## config.mk

```make
export PLATFORM = sky130hd
export DESIGN_NAME = lp_mode_ctrl
export DESIGN_NICKNAME = d
export VERILOG_FILES = /design/src/rtl/lp_mode_pkg.sv /design/src/rtl/lp_rst_qual.sv /design/src/rtl/lp_wake_timer.sv /design/src/rtl/lp_mode_ctrl.sv
export SDC_FILE = /design/constraint.sdc
export NUM_CORES = 1
export LEC_CHECK = 0
export BUFFER_PORTS_ARGS = -buffer_cell sky130_fd_sc_hd__buf_2
export CAP_MARGIN = 15
export CELL_PAD_IN_SITES_DETAIL_PLACEMENT = 1
export CELL_PAD_IN_SITES_GLOBAL_PLACEMENT = 2
export CORE_MARGIN = 2
export CORE_UTILIZATION = 28
export DETAILED_ROUTE_END_ITERATION = 8
export PLACE_DENSITY = 0.75
export SETUP_SLACK_MARGIN = 0.5
export SYNTH_ARGS = -nofsm -noshare
export SYNTH_HDL_FRONTEND = slang
export SYNTH_SLANG_ARGS = --single-unit
```

## constraint.sdc

```tcl
create_clock -name clk_i -period 2.1 [get_ports clk_i]
set_clock_uncertainty 0.05 [all_clocks]
set_input_delay 0.105 -clock clk_i [delete_from_list [all_inputs] [get_ports clk_i]]
set_output_delay 0.105 -clock clk_i [all_outputs]
set_load 0.05 [all_outputs]
```

## src/rtl/lp_mode_pkg.sv

```systemverilog
package lp_mode_pkg;
  typedef enum logic [1:0] {
    MODE_RUN   = 2'd0,
    MODE_STBY  = 2'd1,
    MODE_SLEEP = 2'd2,
    MODE_WAKE  = 2'd3
  } lp_mode_e;
endpackage

```

## src/rtl/lp_rst_qual.sv

```systemverilog
module lp_rst_qual #(
  parameter int RST_MIN = 8
) (
  input  logic clk_i,
  input  logic rst_ni,
  input  logic pin_i,
  output logic valid_o
);
  localparam int CW = $clog2(RST_MIN + 1);

  logic [CW-1:0] cnt_q, cnt_d;

  // consecutive-high counter, saturates so a held pin fires once
  always_comb begin
    if (!pin_i) begin
      cnt_d = '0;
    end else if (cnt_q == CW'(RST_MIN)) begin
      cnt_d = cnt_q;
    end else begin
      cnt_d = cnt_q + 1'b1;
    end
  end

  always_ff @(posedge clk_i or negedge rst_ni) begin
    if (!rst_ni) begin
      cnt_q <= '0;
    end else begin
      cnt_q <= cnt_d;
    end
  end

  assign valid_o = pin_i && (cnt_q == CW'(RST_MIN - 1));


  rst_one_shot_chk: assert property (@(posedge clk_i) disable iff (!rst_ni)
    valid_o |=> !valid_o);


  rst_cnt_bound_chk: assert property (@(posedge clk_i) disable iff (!rst_ni)
    cnt_q <= CW'(RST_MIN));
endmodule

```

## src/rtl/lp_wake_timer.sv

```systemverilog
module lp_wake_timer #(
  parameter int OSC_WAIT = 16
) (
  input  logic clk_i,
  input  logic rst_ni,
  input  logic active_i,
  input  logic restart_i,
  output logic done_o
);
  localparam int CW = $clog2(OSC_WAIT + 1);

  logic [CW-1:0] cnt_q, cnt_d;

  assign done_o = active_i && !restart_i && (cnt_q == CW'(OSC_WAIT - 1));

  always_comb begin
    if (restart_i || !active_i) begin
      cnt_d = '0;
    end else if (done_o) begin
      cnt_d = cnt_q;
    end else begin
      cnt_d = cnt_q + 1'b1;
    end
  end

  always_ff @(posedge clk_i or negedge rst_ni) begin
    if (!rst_ni) begin
      cnt_q <= '0;
    end else begin
      cnt_q <= cnt_d;
    end
  end


  wake_cnt_bound_chk: assert property (@(posedge clk_i) disable iff (!rst_ni)
    active_i |-> cnt_q < CW'(OSC_WAIT));
endmodule

```

## src/rtl/lp_mode_ctrl.sv

```systemverilog
module lp_mode_ctrl
  import lp_mode_pkg::*;
#(
  parameter int N_IRQ    = 4,
  parameter int RST_MIN  = 8,
  parameter int OSC_WAIT = 16
) (
  input  logic             clk_i,
  input  logic             rst_ni,
  input  logic             halt_i,
  input  logic             mask_wr_i,
  input  logic             mask_val_i,
  input  logic             sleep_wr_i,
  input  logic [N_IRQ-1:0] irq_req_i,
  input  logic [N_IRQ-1:0] irq_en_i,
  input  logic             ext_rst_i,
  output logic             cpu_clk_en_o,
  output logic             osc_en_o,
  output logic             tmr_clk_en_o,
  output logic             wdt_clk_en_o,
  output logic             irq_clk_en_o,
  output logic             int_rst_o,
  output logic             strobe_o,
  output logic             mask_o,
  output logic             sleep_flag_o,
  output logic [1:0]       mode_o
);
  lp_mode_e state_q, state_d;
  logic     mask_q, mask_d;
  logic     flag_q, flag_d;
  logic     rst_valid;
  logic     wake_done;
  logic     irq_hit;

  assign irq_hit = |(irq_req_i & irq_en_i);

  lp_rst_qual #(.RST_MIN(RST_MIN)) u_rst_qual (
    .clk_i  (clk_i),
    .rst_ni (rst_ni),
    .pin_i  (ext_rst_i),
    .valid_o(rst_valid)
  );

  lp_wake_timer #(.OSC_WAIT(OSC_WAIT)) u_wake_timer (
    .clk_i    (clk_i),
    .rst_ni   (rst_ni),
    .active_i (state_q == MODE_WAKE),
    .restart_i(rst_valid),
    .done_o   (wake_done)
  );

  // next-state logic
  always_comb begin
    state_d = state_q;
    mask_d  = mask_q;
    flag_d  = flag_q;
    if (rst_valid) begin
      state_d = MODE_WAKE;
      flag_d  = 1'b0;
    end else begin
      unique case (state_q)
        MODE_RUN: begin
          if (mask_wr_i) begin
            mask_d = mask_val_i;
          end
          if (sleep_wr_i && mask_q) begin
            state_d = MODE_SLEEP;
            flag_d  = 1'b1;
          end else if (halt_i && !irq_hit) begin
            state_d = MODE_STBY;
          end
        end
        MODE_STBY: begin
          if (irq_hit) begin
            state_d = MODE_RUN;
          end
        end
        MODE_SLEEP: begin
          state_d = MODE_SLEEP;
        end
        MODE_WAKE: begin
          if (wake_done) begin
            state_d = MODE_RUN;
          end
        end
        default: state_d = MODE_WAKE;
      endcase
    end
  end

  always_ff @(posedge clk_i or negedge rst_ni) begin
    if (!rst_ni) begin
      state_q <= MODE_WAKE;
      mask_q  <= 1'b0;
      flag_q  <= 1'b0;
    end else begin
      state_q <= state_d;
      mask_q  <= mask_d;
      flag_q  <= flag_d;
    end
  end

  // output decode
  assign cpu_clk_en_o = (state_q == MODE_RUN);
  assign osc_en_o     = (state_q != MODE_SLEEP);
  assign tmr_clk_en_o = (state_q == MODE_RUN) || (state_q == MODE_STBY);
  assign wdt_clk_en_o = (state_q == MODE_RUN) || (state_q == MODE_STBY);
  assign irq_clk_en_o = (state_q == MODE_RUN) || (state_q == MODE_STBY);
  assign int_rst_o    = (state_q == MODE_WAKE);
  assign strobe_o     = (state_q == MODE_WAKE);
  assign mask_o       = mask_q;
  assign sleep_flag_o = flag_q;
  assign mode_o       = state_q;


  sleep_armed_chk: assert property (@(posedge clk_i) disable iff (!rst_ni)
    $rose(state_q == MODE_SLEEP) |-> $past(mask_q));


  sleep_hold_chk: assert property (@(posedge clk_i) disable iff (!rst_ni)
    (state_q == MODE_SLEEP) && !rst_valid |=> (state_q == MODE_SLEEP));


  stby_hold_chk: assert property (@(posedge clk_i) disable iff (!rst_ni)
    (state_q == MODE_STBY) && !irq_hit && !rst_valid |=> (state_q == MODE_STBY));


  mask_keep_chk: assert property (@(posedge clk_i) disable iff (!rst_ni)
    (state_q != MODE_RUN) |=> (mask_q == $past(mask_q)));


  halt_irq_chk: assert property (@(posedge clk_i) disable iff (!rst_ni)
    (state_q == MODE_RUN) && halt_i && irq_hit && !sleep_wr_i && !rst_valid
    |=> (state_q == MODE_RUN));


  wake_exit_chk: assert property (@(posedge clk_i) disable iff (!rst_ni)
    wake_done |=> (state_q == MODE_RUN));
endmodule

```

# After elaboration in Yosys (flattened, before gate mapping)
# Cells that the tools add are included.
# word_totals
ff_bits	13
in_bits	15
output_inout_bits	11
wordCells	51
# classes
add_sub_neg	2
eq_ne	12
n_mux	13
bitwise	2
n_reduce_logical	17
# ops
cell	n
$mux W2	5
$mux W5	2
$mux W4	2
$pmux W2 S4	1
$ne A2 B2 Y1 const B	3
$reduce_and A3 Y1	2
$add A5 B1 Y5 const B	1
$eq A5 B4 Y1 const B	1
$logic_and A1 B1 Y1	5
$add A4 B1 Y4 const B	1
$and A4 B4 Y4	1
$eq A2 B2 Y1 const B	2
$eq A4 B3 Y1 const B	1
$eq A4 B4 Y1 const B	1
$ne A4 B1 Y1 const B	1
$reduce_bool A2 Y1	2
$reduce_or A4 Y1	1
$logic_not A1 Y1	3
$mux W1	3
$ne A3 B2 Y1 const B	1
$ne A3 B3 Y1 const B	1
$eq A2 B1 Y1 const B	1
$logic_not A2 Y1	1
$logic_or A1 B1 Y1	2
2 further kinds	2

# Longest topological paths before layout
# Gate-level depths: netlist of run 1.
# depth
depth_word	8
depth_mapped	7
ltp_nobuf	6

# Hierarchy
# From an unflattened synthesis of run 1, not the netlist that was laid out.
# hier_totals
cells_unflattened	74
area_unflattened_um2	770.7
# by_module_without_submodules
module	instances	cells_per_inst	area_per_inst_um2	seq_area_each_um2
lp_wake_timer	1	26	281.5	125.1
lp_mode_ctrl	1	27	255.2	102.6
lp_rst_qual	1	21	234.0	100.1

# Worst setup path before layout of run 1
# Ideal clock, no wire load.
# synth_path
path_type	reg2reg
start	register u_wake_timer.cnt_q[0]
end	register u_wake_timer.cnt_q[3]
setup_ns	0.118
arrival_time_ns	1.406
required_ns	1.932
path_slack_ns	0.526
stages_incl_launch_ff	8
path_buffers	1
period_less_slack_ns	1.574
path_cell_list	dfrtp_1 -> ha_1 -> and3_1 -> ha_1 -> buf_2 -> nand4b_1 -> xor2_1 -> nor2_1
# synth_via
elab_chain_cells	3
word_cells_on_any_way	6
classes_between	add/sub (1); eq/ne (2); mux (2); reduce/logical (1)
# synth_rtl
element	line	source
start, declared	lp_wake_timer.sv:12	logic [CW-1:0] cnt_q, cnt_d;
start signal, assigned	lp_wake_timer.sv:30	cnt_q <= cnt_d;
$add A5 B1 Y5 / $eq A5 B4 Y1 (equally long branches)	lp_wake_timer.sv:22, lp_wake_timer.sv:14	
$mux W5 / $logic_and A1 B1 Y1 (equally long branches)	lp_wake_timer.sv:19, lp_wake_timer.sv:14	
$mux W5 / $ne A2 B2 Y1 (equally long branches)	--	
# Several ways; a longest one is shown, not always the timed one. The select of a mux whose other input is x is not followed.
# A chain may end at the register's enable or synchronous reset.

# Final worst setup path of run 1
# Ends and elaborated chain as after synthesis.

==> results.json, run 1 <==
{
  "outcome": "completed",
  "slew_headroom": 0.7959,
  "nets": 119,
  "htree_levels": 1,
  "antenna_found_initial": 0,
  "max_cap_violations": 0,
  "r2r_cells": 6,
  "rows": 18,
  "synth_cells": 70,
  "crit_start": "u_wake_timer.cnt_q[0]$_DFFE_PN0P_",
  "drive_above_1_share": 0.4040,
  "fin_crit_ps": 1525,
  "clock_sinks": 13,
  "track_usage": 0.1085,
  "hold_viol": 0,
  "yosys.cell_types.count": 30,
  "slowest_delay_ps": 410,
  "critPathKind": "reg2reg",
  "rsz0062_at_grt": "false",
  "via_per_inst": 4.519,
  "grt_pass1_vias": 612,
  "numCtsBuffers": 3,
  "dpl.hpwl_um": 1198,
  "route.met2.wl_um": 747,
  "syn-cell-area_sq_um": 740.7,
  "yosysTopAreaCell": "dfrtp_1",
  "remaining_drc_errors": 0,
  "r2r-end": "u_wake_timer.cnt_q[3]$_DFFE_PN0P_",
  "place_congestion": 0.6341,
  "crit_family": "flip-flops",
  "period_share": 0.7264,
  "vdd_drop_max_mv": 0.5898,
  "totalPowerFinal_w": 0.0008751,
  "synth-seq-cells": 13,
  "worstMarginPinSlew_ps": 306.2,
  "die_y_um": 55.44,
  "min_path_type": "in2reg",
  "drtIter0Drc": 5,
  "die_x_um": 55.44,
  "insertion_delay_ps": 270,
  "reg2reg_from": "u_wake_timer.cnt_q[0]$_DFFE_PN0P_",
  "start_kind": "flop",
  "io_buffers": 25,
  "drt-met1-wl_um": 715,
  "grt_max_degree": 14,
  "cp_slowest_cell": "dfrtp_1",
  "end_kind": "flop",
  "num_antenna_cells": 0,
  "fp.dieArea_sq_mm": 0.003073,
  "yosys_warnings": 0,
  "synth_nets": 89,
  "yosysTopAreaCellShare": 0.3716,
  "crit_buf_inv": 0,
  "synth_area_per_cell_sq_um": 10.58,
  "syn2layout_area_growth_pct": 29.56,
  "grt_remaining_overflow": 0,
  "power_density_mw_per_mm2": 911.8,
  "wl_met3_um": 51,
  "drt.antenna.violating_nets": 0,
  "path_depth": 6,
  "first_pass_iters": 4,
  "maxSlewViolCount": 0,
  "top_level_ports": 26,
  "finalSetupTns_ps": 0,
  "vias": 583,
  "ys_top_cells_by_area": "dfrtp_1 (37%), dfstp_2 (7.1%), ha_1 (6.8%)",
  "crit_fanout": 7,
  "fmax_mhz": 655.6,
  "clockRootBuffer": "clkbuf_4",
  "start_util": 0.2963,
  "setup.worst_path.end": "u_wake_timer.cnt_q[3]$_DFFE_PN0P_",
  "cts_tree": "done",
  "setup_viol": 0,
  "leakage_nw": 0.5007,
  "path_cells": "ha_1 > and3_4 > ha_4 > nand4b_1 > xor2_1 > nor2_1",
  "critPathRequiredTime_ps": 2220,
  "seq_area_frac_synth": 0.4426,
  "clk_pin_slew_ps": 80,
  "arrival_ps": 1650,
  "regToRegSetupSlack_ps": 570,
  "coreArea_sq_mm": 0.002500,
  "cts_buffer_depth": 2,
  "top_layer_used": "met4",
  "wl_per_cell_um": 11.82,
  "grt_pass1_wl_um": 2649,
  "wirelength_um": 1525
}
-- cell usage after synthesis --
| cell | number |
|---|---|
| dfrtp_1 | 11 |
| a222oi_1 | 1 |
| nand2_1 | 4 |
| xnor2_1 | 3 |
| nor2_8 | 1 |
| a21o_1 | 1 |
| a21oi_1 | 4 |
| nand2b_1 | 1 |
| nand2_2 | 1 |
| mux2_4 | 1 |
| inv_1 | 5 |
| ha_1 | 4 |
| nand3_2 | 1 |
| inv_2 | 1 |
| nand4b_1 | 1 |
| a31oi_1 | 1 |
| mux2i_1 | 3 |
| nor2_1 | 7 |
| buf_4 | 3 |
| nand3b_1 | 1 |
| xor2_1 | 2 |
| o221ai_1 | 1 |
| buf_2 | 1 |
| and3_1 | 1 |
| nor2b_1 | 3 |
| nand3_1 | 1 |
| and2_1 | 2 |
| nand4b_4 | 1 |
| o21ai_0 | 1 |
| dfstp_2 | 2 |
-- cell type report --
cell class	instances	area (sq um)
fillers	289	1540
multi-input cells	47	380.4
flip-flops and latches	13	327.8
repair buffers	29	165.2
well taps	30	37.54
clock buffers	4	26.28
inverters	6	22.52
-- report_power, final --
part | internal, W | total, W | switching (W)
sequential | 0.000299 | 0.000350 | 0.0000513
clock | 0.0000736 | 0.000154 | 0.0000805
combinational | 0.000108 | 0.000371 | 0.000263
total | 0.000480 | 0.000875 | 0.000395
-- how the worst min path moves through the flow --
stage               startpoint                                end  slack [ps]  cells past startpoint
floorplan               rst_ni                 mask_o$_DFFE_PN0P_        -240                      0
global placement        rst_ni  u_wake_timer.cnt_q[2]$_DFFE_PN0P_         -40                      1
detailed placement      rst_ni  u_wake_timer.cnt_q[3]$_DFFE_PN0P_         -40                      1
CTS                  ext_rst_i    u_rst_qual.cnt_q[0]$_DFFE_PN0P_          60                      2
global route         ext_rst_i    u_rst_qual.cnt_q[0]$_DFFE_PN0P_          80                      2
finish               ext_rst_i    u_rst_qual.cnt_q[0]$_DFFE_PN0P_          70                      2
-- state kept, by name (all words and copies together), names as in the netlist --
name	count
u_rst_qual.cnt_q	4
sleep_flag_o	1
u_wake_timer.cnt_q	5
mask_o	1
mode_o	2
-- logic make-up after synthesis --
group,Yosys count,share of synthesized area
xor gates and xnor gates,5,0.05913
muxes,4,0.06081
adders and majority gates,4,0.06757
buffers and inverters,10,0.06756
DFF,13,0.4426
AOI/OAI and AO/OA,9,0.07771
and+or+nand+nor,25,0.2247
-- layer usage --
metal  GRT usage  vias to the layer above
met3     0.03513                        2
met5           0                        -
li1            -                      289
met4     0.03136                        0
met2      0.1684                        9
met1      0.1437                      283
-- placed cells by master, fill, tap and decap left out, drive strengths merged, types with 4 or more instances in the layout --
cell type	count
dfrtp	11
ha	4
nand2	5
a21oi	4
clkbuf	6
buf	25
nor2	8
inv	6
-- repair_timing --
| action | 4_1_cts | 5_1_grt |
|---|---|---|
| endpoints found under the hold margin | 14 | 0 |
| endpoints found under the setup margin | 2 | 3 |
| pin swaps | 0 | 1 |
| hold buffers | 2 | 0 |
| buffers inserted | 0 | 2 |
| resized for setup | 1 | 4 |
-- metrics by stage --
step                      cells  setup WS, ps    util  area [sq um]  hold slack (ps)
after floorplan              70         525.6       -         740.7           -240.6
after global placement      121         502.6  0.3504         875.8           -37.24
after detailed placement    121         434.5  0.3504         875.8           -36.64
after CTS                   127         507.8  0.3699         924.6            62.23
after global routing        129         502.1  0.3839         959.7            75.89
final                       129         574.6  0.3839         959.7            74.62
(Power assumes the default switching activity.)
==> run 2: changes to the inputs <==
- ABC_AREA: not set -> 1
- CORE_UTILIZATION: 28 -> 24
- PLACE_DENSITY: 0.75 -> 0.71
- clock period: 2.1 -> 1.2 ns (I/O delays scaled with it)
==> results.json, run 2 <==
{
  "outcome": "complete, but fails checks",
  "violations": "hold timing, setup timing",
  "place_congestion": 0.6724,
  "end_kind": "output pin",
  "leakage_nw": 0.6182,
  "regArea_sq_um": 335.3,
  "period_share": 1.270,
  "critPathKind": "reg2out",
  "synth_cells": 89,
  "top_level_ports": 26,
  "setup_slack_ps": -324.4,
  "grt_remaining_overflow": 0,
  "drt.antenna.violating_nets": 0,
  "fin_crit_ps": 1524,
  "synth.most_common_cell": "nand2_1",
  "synth_common_cells": "nand2_1 (18), inv_1 (14), dfrtp_1 (11)",
  "crit_start": "mode_o[1]$_DFFE_PN1P_",
  "cts_buffer_depth": 2,
  "dpl.hpwl_um": 1472,
  "insertion_delay_ps": 280,
  "grt_pass1_wl_um": 3367,
  "clockRootBuffer": "clkbuf_4",
  "synth_edf_count": 0,
  "reg2reg_from": "mode_o[1]$_DFFE_PN1P_",
  "mostFrequentLayoutCells": "buf_4 (17), buf_2 (14), nand2_1 (13), buf_8 (9), dfrtp_1 (8)",
  "start_util": 0.2520,
  "synth-main-ff-cell": "dfrtp_1",
  "synth_area_per_cell_sq_um": 8.646,
  "synth_nets": 108,
  "num_antenna_cells": 0,
  "numCtsBuffers": 3,
  "coreArea_sq_mm": 0.003053,
  "fmax_mhz": 656.0,
  "grt_pass1_vias": 737,
  "post-route-util": 0.4578,
  "clk_pin_slew_ps": 90,
  "pre_cts_ws_ps": -252.2,
  "min_path_type": "in2reg",
  "vias": 774,
  "track_usage": 0.1266,
  "drive_above_1_share": 0.6642,
  "remaining_drc_errors": 0,
  "die_y_um": 60.63,
  "syn2layout_area_growth_pct": 81.63,
  "vdd_drop_max_mv": 0.5454,
  "antenna_found_initial": 0,
  "power_density_mw_per_mm2": 2092,
  "seq_area_frac_synth": 0.4260,
  "start_kind": "flop",
  "grt_max_degree": 14,
  "slew_headroom": 0.7933,
  "yosysTopAreaCell": "dfrtp_1",
  "ys_async_sr_fraction": 1.000,
  "fillCellCount": 360,
  "synth-seq-cells": 13,
  "syn-cell-area_sq_um": 769.5,
  "maxSlewViolCount": 0,
  "setup_viol": 16,
  "cts_hold_buf": 1,
  "rows": 20,
  "wirelength_um": 2145,
  "clock_sinks": 13,
  "regMostFlops": "u_wake_timer.cnt_q",
  "final_common_cell": "buf_4",
  "max_cap_violations": 0,
  "yosys.cell_types.count": 23,
  "drtIter0Drc": 12,
  "cts_tree": "done",
  "worstMarginPinSlew_ps": 310.1,
  "fp.dieArea_sq_mm": 0.003675,
  "largest_register_ffs": 5,
  "arrival_ps": 1410,
  "hold_viol": 1,
  "via_per_inst": 4.276,
  "hold_ws_ps": -40.26,
  "rsz0062_at_grt": "true",
  "yosysTopAreaCellShare": 0.3577,
  "yosys_warnings": 0,
  "crit_fanout": 3,
  "multiInputGateArea_sq_um": 505.5,
  "first_pass_iters": 4,
  "io_buffers": 25,
  "nets": 157,
  "min_from": "mask_val_i",
  "die_x_um": 60.63,
  "htree_levels": 1,
  "wl_per_cell_um": 11.85,
  "ys_top_cells_by_area": "dfrtp_1 (36%), nand2_1 (8.8%), dfstp_2 (6.8%)",
  "critPathRequiredTime_ps": 1090
}
## run 2: final cells by class
class / instances / share of cell area
Multi-Input combinational cell: 59 / 0.3617
Timing Repair Buffer: 47 / 0.2936
Sequential cell: 13 / 0.2399
Inverter: 14 / 0.04655
Tap cell: 44 / 0.03939
Clock buffer: 4 / 0.01880
## run 2: report_power, final
| part | switching, W | internal [W] |
|---|---|---|
| Combinational | 0.00112 | 0.000862 |
| Sequential | 0.0000885 | 0.000558 |
| Clock | 0.000163 | 0.000129 |
| Total | 0.00137 | 0.00155 |
## run 2: per-stage QoR
| stage | setup TNS, ps | instance area, sq um | cells | power, W |
|---|---|---|---|---|
| 3_5_place_dp | -1410 | 1035 | 161 | 0.001982 |
| 2_1_floorplan | -3768 | 839.6 | 89 | 0.001708 |
| 4_1_cts | -3326 | 1329 | 176 | 0.002796 |
| 5_1_grt | -4665 | 1398 | 181 | 0.003077 |
| 3_3_place_gp | -1086 | 1035 | 161 | 0.001946 |
| 6_report | -3594 | 1398 | 181 | 0.002923 |
## run 2: worst paths after layout
path                                                     endpoint  slack (ps)  cells past startpoint
worst min-delay path                           mask_o$_DFFE_PN0P_         -40                      3
worst max register to register              mode_o[0]$_DFFE_PN1P_        -290                      8
min in group asynchronous       u_wake_timer.cnt_q[0]$_DFFE_PN0P_         140                      2
worst min register to register    u_rst_qual.cnt_q[3]$_DFFE_PN0P_         510                      2
max in group asynchronous                   mode_o[0]$_DFFE_PN1P_         680                      2
worst max-delay path                                     osc_en_o        -320                      3
## run 2: repair_timing
action / 4_1_cts / 5_1_grt
endpoints found under the setup margin: 24 / 24
resized for setup: 48 / 8
hold endpoints to repair: 14 / 1
pin swaps: 9 / 4
buffers inserted: 10 / 5
## run 2: layer usage
metal / up-vias / global-route usage / part of all wire
met1: 372 / 0.1404 / 0.38
met5: - / 0 / 0
met4: 0 / 0.05590 / 0.017
met3: 4 / 0.01919 / 0.030
li1: 382 / - / -
met2: 16 / 0.2366 / 0.57
## run 2: cells by family after synthesis
kind of cell | synth area share
and+or+nand+nor | 0.3268
adders and majority gates | 0.06504
muxes | 0.01301
DFF | 0.4260
xor gates and xnor gates | 0.02277
buffers and inverters | 0.09756
AOI/OAI and AO/OA | 0.04877
## run 2: critical path: stages, from the launching register on
cell	delay (ps)
dfstp_4	640
clkinvlp_4	90
or2_4	240
buf_8	150
